$ cat src/rtl/sb_pkg.sv
package sb_pkg;

  // strobes from control to the matrix datapath
  typedef struct packed {
    logic issueFire;  // instruction accepted this cycle
    logic clearAny;   // at least one busy unit completes
  } sbStrobe_t;

endpackage

$ cat src/rtl/sb_ctrl.sv
module sb_ctrl
  import sb_pkg::*;
#(
  parameter int NUM_FU  = 8,
  parameter int NUM_REG = 32
) (
  input  logic               clk,
  input  logic               rstN,
  input  logic               issueValid,
  input  logic [NUM_REG-1:0] issueDest,
  input  logic [NUM_REG-1:0] pendingWrites,
  input  logic [NUM_FU-1:0]  doneVec,
  output logic [NUM_FU-1:0]  busy,
  output logic               issueReady,
  output logic [NUM_FU-1:0]  allocMask,
  output logic [NUM_FU-1:0]  clearMask,
  output sbStrobe_t          strobe
);

  logic [NUM_FU-1:0] idleVec;
  logic [NUM_FU-1:0] lowestIdle;
  logic              anyIdle;
  logic              wawHit;
  logic              fire;

  assign idleVec    = ~busy;
  // isolate lowest set bit of the idle vector
  assign lowestIdle = idleVec & (~idleVec + NUM_FU'(1));
  assign anyIdle    = |idleVec;
  assign wawHit     = |(issueDest & pendingWrites);
  assign issueReady = anyIdle && !wawHit;
  assign fire       = issueValid && issueReady;

  assign allocMask  = fire ? lowestIdle : '0;
  assign clearMask  = doneVec & busy;

  assign strobe.issueFire = fire;
  assign strobe.clearAny  = |clearMask;

  always_ff @(posedge clk) begin
    if (!rstN) begin
      busy <= '0;
    end else begin
      busy <= (busy | allocMask) & ~clearMask;
    end
  end

endmodule

$ cat src/rtl/sb_matrix.sv
module sb_matrix
  import sb_pkg::*;
#(
  parameter int NUM_FU  = 8,
  parameter int NUM_REG = 32
) (
  input  logic               clk,
  input  logic               rstN,
  input  sbStrobe_t          strobe,
  input  logic [NUM_FU-1:0]  allocMask,
  input  logic [NUM_FU-1:0]  clearMask,
  input  logic [NUM_FU-1:0]  busy,
  input  logic [NUM_REG-1:0] issueDest,
  input  logic [NUM_REG-1:0] issueSrcA,
  input  logic [NUM_REG-1:0] issueSrcB,
  output logic [NUM_REG-1:0] pendingWrites,
  output logic [NUM_FU-1:0]  goRead,
  output logic [NUM_FU-1:0]  goWrite
);

  // FU-Regs matrix: one row of register bits per unit
  logic [NUM_FU-1:0][NUM_REG-1:0] dstRow;
  logic [NUM_FU-1:0][NUM_REG-1:0] srcRow;
  // FU-FU matrix: row i, column j means unit i waits on unit j
  logic [NUM_FU-1:0][NUM_FU-1:0]  rdWait;
  logic [NUM_FU-1:0][NUM_FU-1:0]  wrWait;

  logic [NUM_REG-1:0] issueSrcAll;
  logic [NUM_FU-1:0]  rdHit;
  logic [NUM_FU-1:0]  wrHit;

  assign issueSrcAll = issueSrcA | issueSrcB;

  always_comb begin
    pendingWrites = '0;
    for (int j = 0; j < NUM_FU; j++) begin
      pendingWrites = pendingWrites | dstRow[j];
    end
  end

  genvar j, i;
  generate
    // column-wise hazard detection against the offered instruction
    for (j = 0; j < NUM_FU; j++) begin : g_col
      assign rdHit[j] = busy[j] & (|(issueSrcAll & dstRow[j]));
      assign wrHit[j] = busy[j] & (|(issueDest & srcRow[j]));
    end

    for (i = 0; i < NUM_FU; i++) begin : g_row
      always_ff @(posedge clk) begin
        if (!rstN) begin
          dstRow[i] <= '0;
          srcRow[i] <= '0;
          rdWait[i] <= '0;
          wrWait[i] <= '0;
        end else if (clearMask[i]) begin
          dstRow[i] <= '0;
          srcRow[i] <= '0;
          rdWait[i] <= '0;
          wrWait[i] <= '0;
        end else if (strobe.issueFire && allocMask[i]) begin
          dstRow[i] <= issueDest;
          srcRow[i] <= issueSrcAll;
          rdWait[i] <= rdHit & ~clearMask;
          wrWait[i] <= wrHit & ~clearMask;
        end else if (strobe.clearAny) begin
          rdWait[i] <= rdWait[i] & ~clearMask;
          wrWait[i] <= wrWait[i] & ~clearMask;
        end
      end

      assign goRead[i]  = busy[i] & ~(|rdWait[i]);
      assign goWrite[i] = busy[i] & ~(|wrWait[i]);
    end
  endgenerate

endmodule

$ cat src/rtl/unary_scoreboard.sv
module unary_scoreboard
  import sb_pkg::*;
#(
  parameter int NUM_FU  = 8,
  parameter int NUM_REG = 32
) (
  input  logic               clk,
  input  logic               rstN,
  input  logic               issueValid,
  input  logic [NUM_REG-1:0] issueDest,
  input  logic [NUM_REG-1:0] issueSrcA,
  input  logic [NUM_REG-1:0] issueSrcB,
  output logic               issueReady,
  output logic [NUM_FU-1:0]  issueGrant,
  input  logic [NUM_FU-1:0]  doneVec,
  output logic [NUM_FU-1:0]  busy,
  output logic [NUM_FU-1:0]  goRead,
  output logic [NUM_FU-1:0]  goWrite
);

  sbStrobe_t          strobe;
  logic [NUM_REG-1:0] pendingWrites;
  logic [NUM_FU-1:0]  allocMask;
  logic [NUM_FU-1:0]  clearMask;

  sb_ctrl #(.NUM_FU(NUM_FU), .NUM_REG(NUM_REG)) u_ctrl (
    .clk           (clk),
    .rstN          (rstN),
    .issueValid    (issueValid),
    .issueDest     (issueDest),
    .pendingWrites (pendingWrites),
    .doneVec       (doneVec),
    .busy          (busy),
    .issueReady    (issueReady),
    .allocMask     (allocMask),
    .clearMask     (clearMask),
    .strobe        (strobe)
  );

  sb_matrix #(.NUM_FU(NUM_FU), .NUM_REG(NUM_REG)) u_matrix (
    .clk           (clk),
    .rstN          (rstN),
    .strobe        (strobe),
    .allocMask     (allocMask),
    .clearMask     (clearMask),
    .busy          (busy),
    .issueDest     (issueDest),
    .issueSrcA     (issueSrcA),
    .issueSrcB     (issueSrcB),
    .pendingWrites (pendingWrites),
    .goRead        (goRead),
    .goWrite       (goWrite)
  );

  assign issueGrant = allocMask;

endmodule

$ cat config.mk
export PLATFORM = sky130hd
export DESIGN_NAME = unary_scoreboard
export DESIGN_NICKNAME = d
export VERILOG_FILES = /design/src/rtl/sb_pkg.sv /design/src/rtl/sb_ctrl.sv /design/src/rtl/sb_matrix.sv /design/src/rtl/unary_scoreboard.sv
export SDC_FILE = /design/constraint.sdc
export NUM_CORES = 1
export LEC_CHECK = 0
export BUFFER_PORTS_ARGS = -buffer_cell sky130_fd_sc_hd__buf_4
export CORE_MARGIN = 5
export CORE_UTILIZATION = 48
export DETAILED_ROUTE_END_ITERATION = 12
export GPL_ROUTABILITY_DRIVEN = 0
export MAX_ROUTING_LAYER = met4
export PLACE_DENSITY_LB_ADDON = 0.1
export SYNTH_ARGS = -nofsm -noshare
export SYNTH_HDL_FRONTEND = slang
export SYNTH_SLANG_ARGS = --single-unit
$ cat constraint.sdc
create_clock -name clk -period 2.9 [get_ports clk]
set_clock_uncertainty 0.1 [all_clocks]
set_input_delay 0.58 -clock clk [delete_from_list [all_inputs] [get_ports clk]]
set_output_delay 0.58 -clock clk [all_outputs]
set_load 0.05 [all_outputs]
-- Word-level counts from Yosys, hierarchy flattened
Index checks and enable logic that the tools add are counted.
- bitwise operators: 99
- add/subtract/negate cells: 1
- reduce and logical (&&, ||, !) cells: 62
- mux-type cells: 33
- operators with widths (kind ; number):
    $and 32x32->32 ; 17
    $reduce_or 32->1 ; 17
    $mux 8 ; 33
    $or 32x32->32 ; 8
    $and 8x8->8 ; 21
    $reduce_or 8->1 ; 18
    $and 1x1->1 ; 32
    $not 8->8 ; 3
    $not 1->1 ; 17
    $reduce_bool 2->1 ; 8
    $reduce_or 2->1 ; 8
    $logic_and 1x1->1 ; 10
    $add 8x1->8 const B ; 1
    $or 8x8->8 ; 1
    $logic_not 1->1 ; 1
- logic and storage cells: 228
- register bits: 648
- output and inout port bits: 33
- input port bits: 107

-- Depth between registers and ports, before layout
- word-level depth: 15
- mapped depth: 8
- mapped depth without buffers: 6

-- Cells and area by module
A second synthesis with hierarchy kept.
- cells, all modules: 3352
- area, all modules: 27012.2 um^2
- modules (own cells, without submodules) (module ; seq. area each (um^2) ; area an instance (um^2) ; cells each ; times used):
    sb_matrix ; 12812.3 ; 26324.0 ; 3263 ; 1
    sb_ctrl ; 160.2 ; 688.2 ; 89 ; 1

-- Worst setup path before layout
No wires, ideal clock.
- path kind: register -> output
- start point: register u_matrix.dstRow[184] (netlist name)
- end point: output port issueGrant[0]
- stages on the path, launching flop included: 7
- arrival time: 3002 ps
- setup slack: -782 ps
- data required time: 2220 ps
- path buffers: 1
- path through: dfxtp_1 > or4_2 > o21ai_0 > nand4_1 > or3_2 > clkbuf_1 > nor3_1
- longest elaborated chain between the ends: 9
- RTL lines (item ; RTL line ; RTL):
    start, declared ; sb_matrix.sv:22 ; logic [NUM_FU-1:0][NUM_REG-1:0] dstRow;
    start signal, assigned by index ; sb_matrix.sv:62 ; dstRow[i] <= issueDest;
    $or 32x32->32 (3 in series) ; sb_matrix.sv:37 ; pendingWrites = pendingWrites | dstRow[j];
    $and 32x32->32 ; sb_ctrl.sv:30 ; assign wawHit = |(issueDest & pendingWrites);
    $reduce_or 32->1 ; sb_ctrl.sv:30 ;
    $logic_not 1->1 ; sb_ctrl.sv:31 ; assign issueReady = anyIdle && !wawHit;
    $logic_and 1x1->1 ; sb_ctrl.sv:31 ;
    $logic_and 1x1->1 ; sb_ctrl.sv:32 ; assign fire = issueValid && issueReady;
    $mux 8 ; sb_ctrl.sv:34 ; assign allocMask = fire ? lowestIdle : '0;
    end, declared ; unary_scoreboard.sv:14 ; output logic [NUM_FU-1:0] issueGrant,
No other way between the ends.

-- Final worst setup path
- start point: register u_matrix.dstRow[40] (netlist name)
- end point: output port issueGrant[0]
- longest elaborated chain between the ends: 13
- RTL lines (item ; RTL line):
    $or 32x32->32 (7 in series) ; sb_matrix.sv:37
    $and 32x32->32 ; sb_ctrl.sv:30
    $reduce_or 32->1 ; sb_ctrl.sv:30
    $logic_not 1->1 ; sb_ctrl.sv:31
    $logic_and 1x1->1 ; sb_ctrl.sv:31
    $logic_and 1x1->1 ; sb_ctrl.sv:32
    $mux 8 ; sb_ctrl.sv:34
No other way between the ends.

==> impl_metrics.yaml <==
cts:
  cts_root_buf: "clkbuf_16"
  clk_pin_slew_ns: 0.06
  cts_buffers: 72
  h-tree-depth: 3
  clk_latency_ns: 0.62
  cts_tree: "built"
  clock_sinks: 648
  cts.path.max_buffers: 3
yosys:
  yosys.cell_types.count: 42
  syn_area_um2: 30500
  syn_nets: 3652
  synth_cells: 3545
  yosys-top-cells-area: "dfxtp_1, mux2i_1, nand2_1"
  ys.flop_type: "dfxtp_1"
  synth_area_per_cell_um2: 8.60
  synth-edff-count: 0
  ys_ff_latch: 648
  ys_seq_area_frac: 0.426
  yosysWarnings: 0
  ys_async_sr_fraction: 0
  synthDominantCellAreaShare: 0.426
  yosysTopAreaCell: "dfxtp_1"
place:
  io_buffers: 139
  dp_slack_ns: -0.292
  place_inst: 4641
  dpl.hpwl_um: 97400
power_and_ir_drop:
  p_leak_nw: 20.0
  powerDensity_nw_per_um2: 778
  vdd_drop_max_uv: 950
grt:
  grtUsageTotal: 0.421
  grt-ovfl-total: 0
  grt_antenna_before_repair: 13
  grt_pass1_wl_um: 204000
  grt_pass1_vias: 29200
  grt_max_degree: 103
layout:
  fin_cells: 4885
  register_area_um2: 13000
  multi_input_area_um2: 16300
  nFillCells: 5144
  layout_common_cells: "nand2_1, dfxtp_1, mux2i_1"
  nets: 4081
  drive_above_1_share: 0.235
  syn_to_final_growth_pct: 32.7
  final_common_cell: "nand2_1"
drt:
  avgRoutedWirePerCell_um: 30.0
  ant_nets: 0
  drc_errors: 0
  drt_wl_total_um: 146000
  vias: 31000
  firstDrtPassIters: 8
  drt_iter0_markers: 4801
  vias_per_cell: 6.34
sta:
  tightest_slew_ns: 1.02
  slew_headroom: 0.315
  period_needed_ns: 3.64
  period_share: 1.26
  rsz0062_at_grt: "true"
  slew_viol_final: 0
  hold_viol: 0
  max_freq_mhz: 274
  fin_ws_ns: -0.744
  setup_viol_count_final: 657
worst_setup_path:
  cp.arrival_ns: 2.96
  cp_max_fo: 5
  worst-setup-path-type: "reg -> out"
  end_kind: "primary output"
  cp.required_ns: 2.22
  startpoint_type: "flop"
status:
  violations: "setup timing"
  status: "finished, violations left"
floorplan:
  design.die.area_um2: 68600
  die_width_um: 262
  start_util: 0.484
  core-area_um2: 63000
  io_pins: 140
  row_count: 92
  die_h_um: 262
min_path:
  hp-class: "in -> reg"
run:
  cap_violations: 0
[critical path, stage by stage, from the launching register on]
cell     delay (ns)
dfxtp_1        0.31
or4_1          0.57
o21ai_2        0.16
buf_6          0.14
nand4_1        0.14
buf_6          0.18
or3_4          0.45
nor3_4         0.22
buf_6          0.18
[area by class of cell]
cell class / count / area share
clock buffer: 110 / 0.0542
tap: 846 / 0.0262
timing repair buffer: 691 / 0.191
antenna: 11 / 0.000680
multi-input combinational: 2561 / 0.403
clock inverter: 18 / 0.00442
sequential: 648 / 0.321
[report_power, final]
part	internal [mW]	leakage [nW]	switching (mW)	total (mW)
Combinational	5.77	13.6	6.64	12.4
Clock	5.48	1.17	3.90	9.38
Sequential	9.36	5.23	0.297	9.66
Total	20.6	20.0	10.8	31.5
[sequential cells by signal, indices dropped and copies added, names as in the netlist]
signal / flops
u_matrix.rdWait: 64
u_matrix.dstRow: 256
u_matrix.wrWait: 64
u_matrix.srcRow: 256
u_ctrl.busy: 8
[cells in the mapped netlist, types with 7 or more instances]
cell type	instances
nand4b_1	11
mux2i_1	624
nor2_1	11
nand4_1	54
a221oi_1	12
a41oi_1	7
and4_1	17
or4_1	63
nand3_1	117
nand3b_1	17
or2_2	32
and3_1	23
o21ai_0	112
a22oi_1	158
dfxtp_1	648
buf_6	61
nand2b_1	7
and2_1	9
nor3_1	26
nor4_1	31
clkbuf_1	265
a22o_1	44
nand2_1	1152
[per-stage QoR]
| stage | util | hold WS (ns) | setup TNS [ns] | cell area, um^2 | total power, mW |
|---|---|---|---|---|---|
| finish | 0.642 | 0.231 | -310.41 | 40500 | 31.5 |
| detailed placement | 0.559 | 0.352 | -117.00 | 35200 | 18.5 |
| global placement | 0.559 | 0.344 | -112.28 | 35200 | 18.4 |
| floorplan | - | 0.338 | 0 | 30700 | 14.7 |
| global route | 0.642 | 0.245 | -308.03 | 40500 | 31.9 |
| CTS | 0.638 | 0.206 | -191.99 | 40200 | 30.6 |
[path summary, 6_finish.rpt]
check                                                       start                                end  slack (ns)  cells after the start
worst max register to register   u_matrix.dstRow[40]$_SDFFE_PP0P_  u_matrix.dstRow[118]$_SDFFE_PP0P_       -0.63                     15
worst min-delay path                                         rstN          u_ctrl.busy[5]$_SDFF_PN0_        0.23                      2
worst max-delay path             u_matrix.dstRow[40]$_SDFFE_PP0P_                      issueGrant[0]       -0.74                      8
worst min register to register  u_matrix.srcRow[103]$_SDFFE_PP0P_  u_matrix.srcRow[103]$_SDFFE_PP0P_        0.36                      2
[metal layers]
metal	routed length [um]	track usage	vias up	part of all wire
met5	0	-	-	0
met4	12900	0.286	0	0.088
met3	18400	0.101	676	0.13
met2	61200	0.611	2341	0.42
met1	53900	0.519	14800	0.37
li1	-	-	13100	-
[what timing repair did]
item	4_1_cts	5_1_grt
hold buffers	0	0
pin swaps	39	9
setup endpoints to repair	656	659
resized for setup	198	89
cloned	52	11
setup buffers	58	9
[kinds of logic after synthesis]
family          Yosys count  synth area share
simple gates           1581             0.230
flops                   648             0.426
mux                     624             0.205
compound gates          354            0.0803
buf+inv                 338            0.0591
No activity file was read; power rests on OpenSTA's default activity.
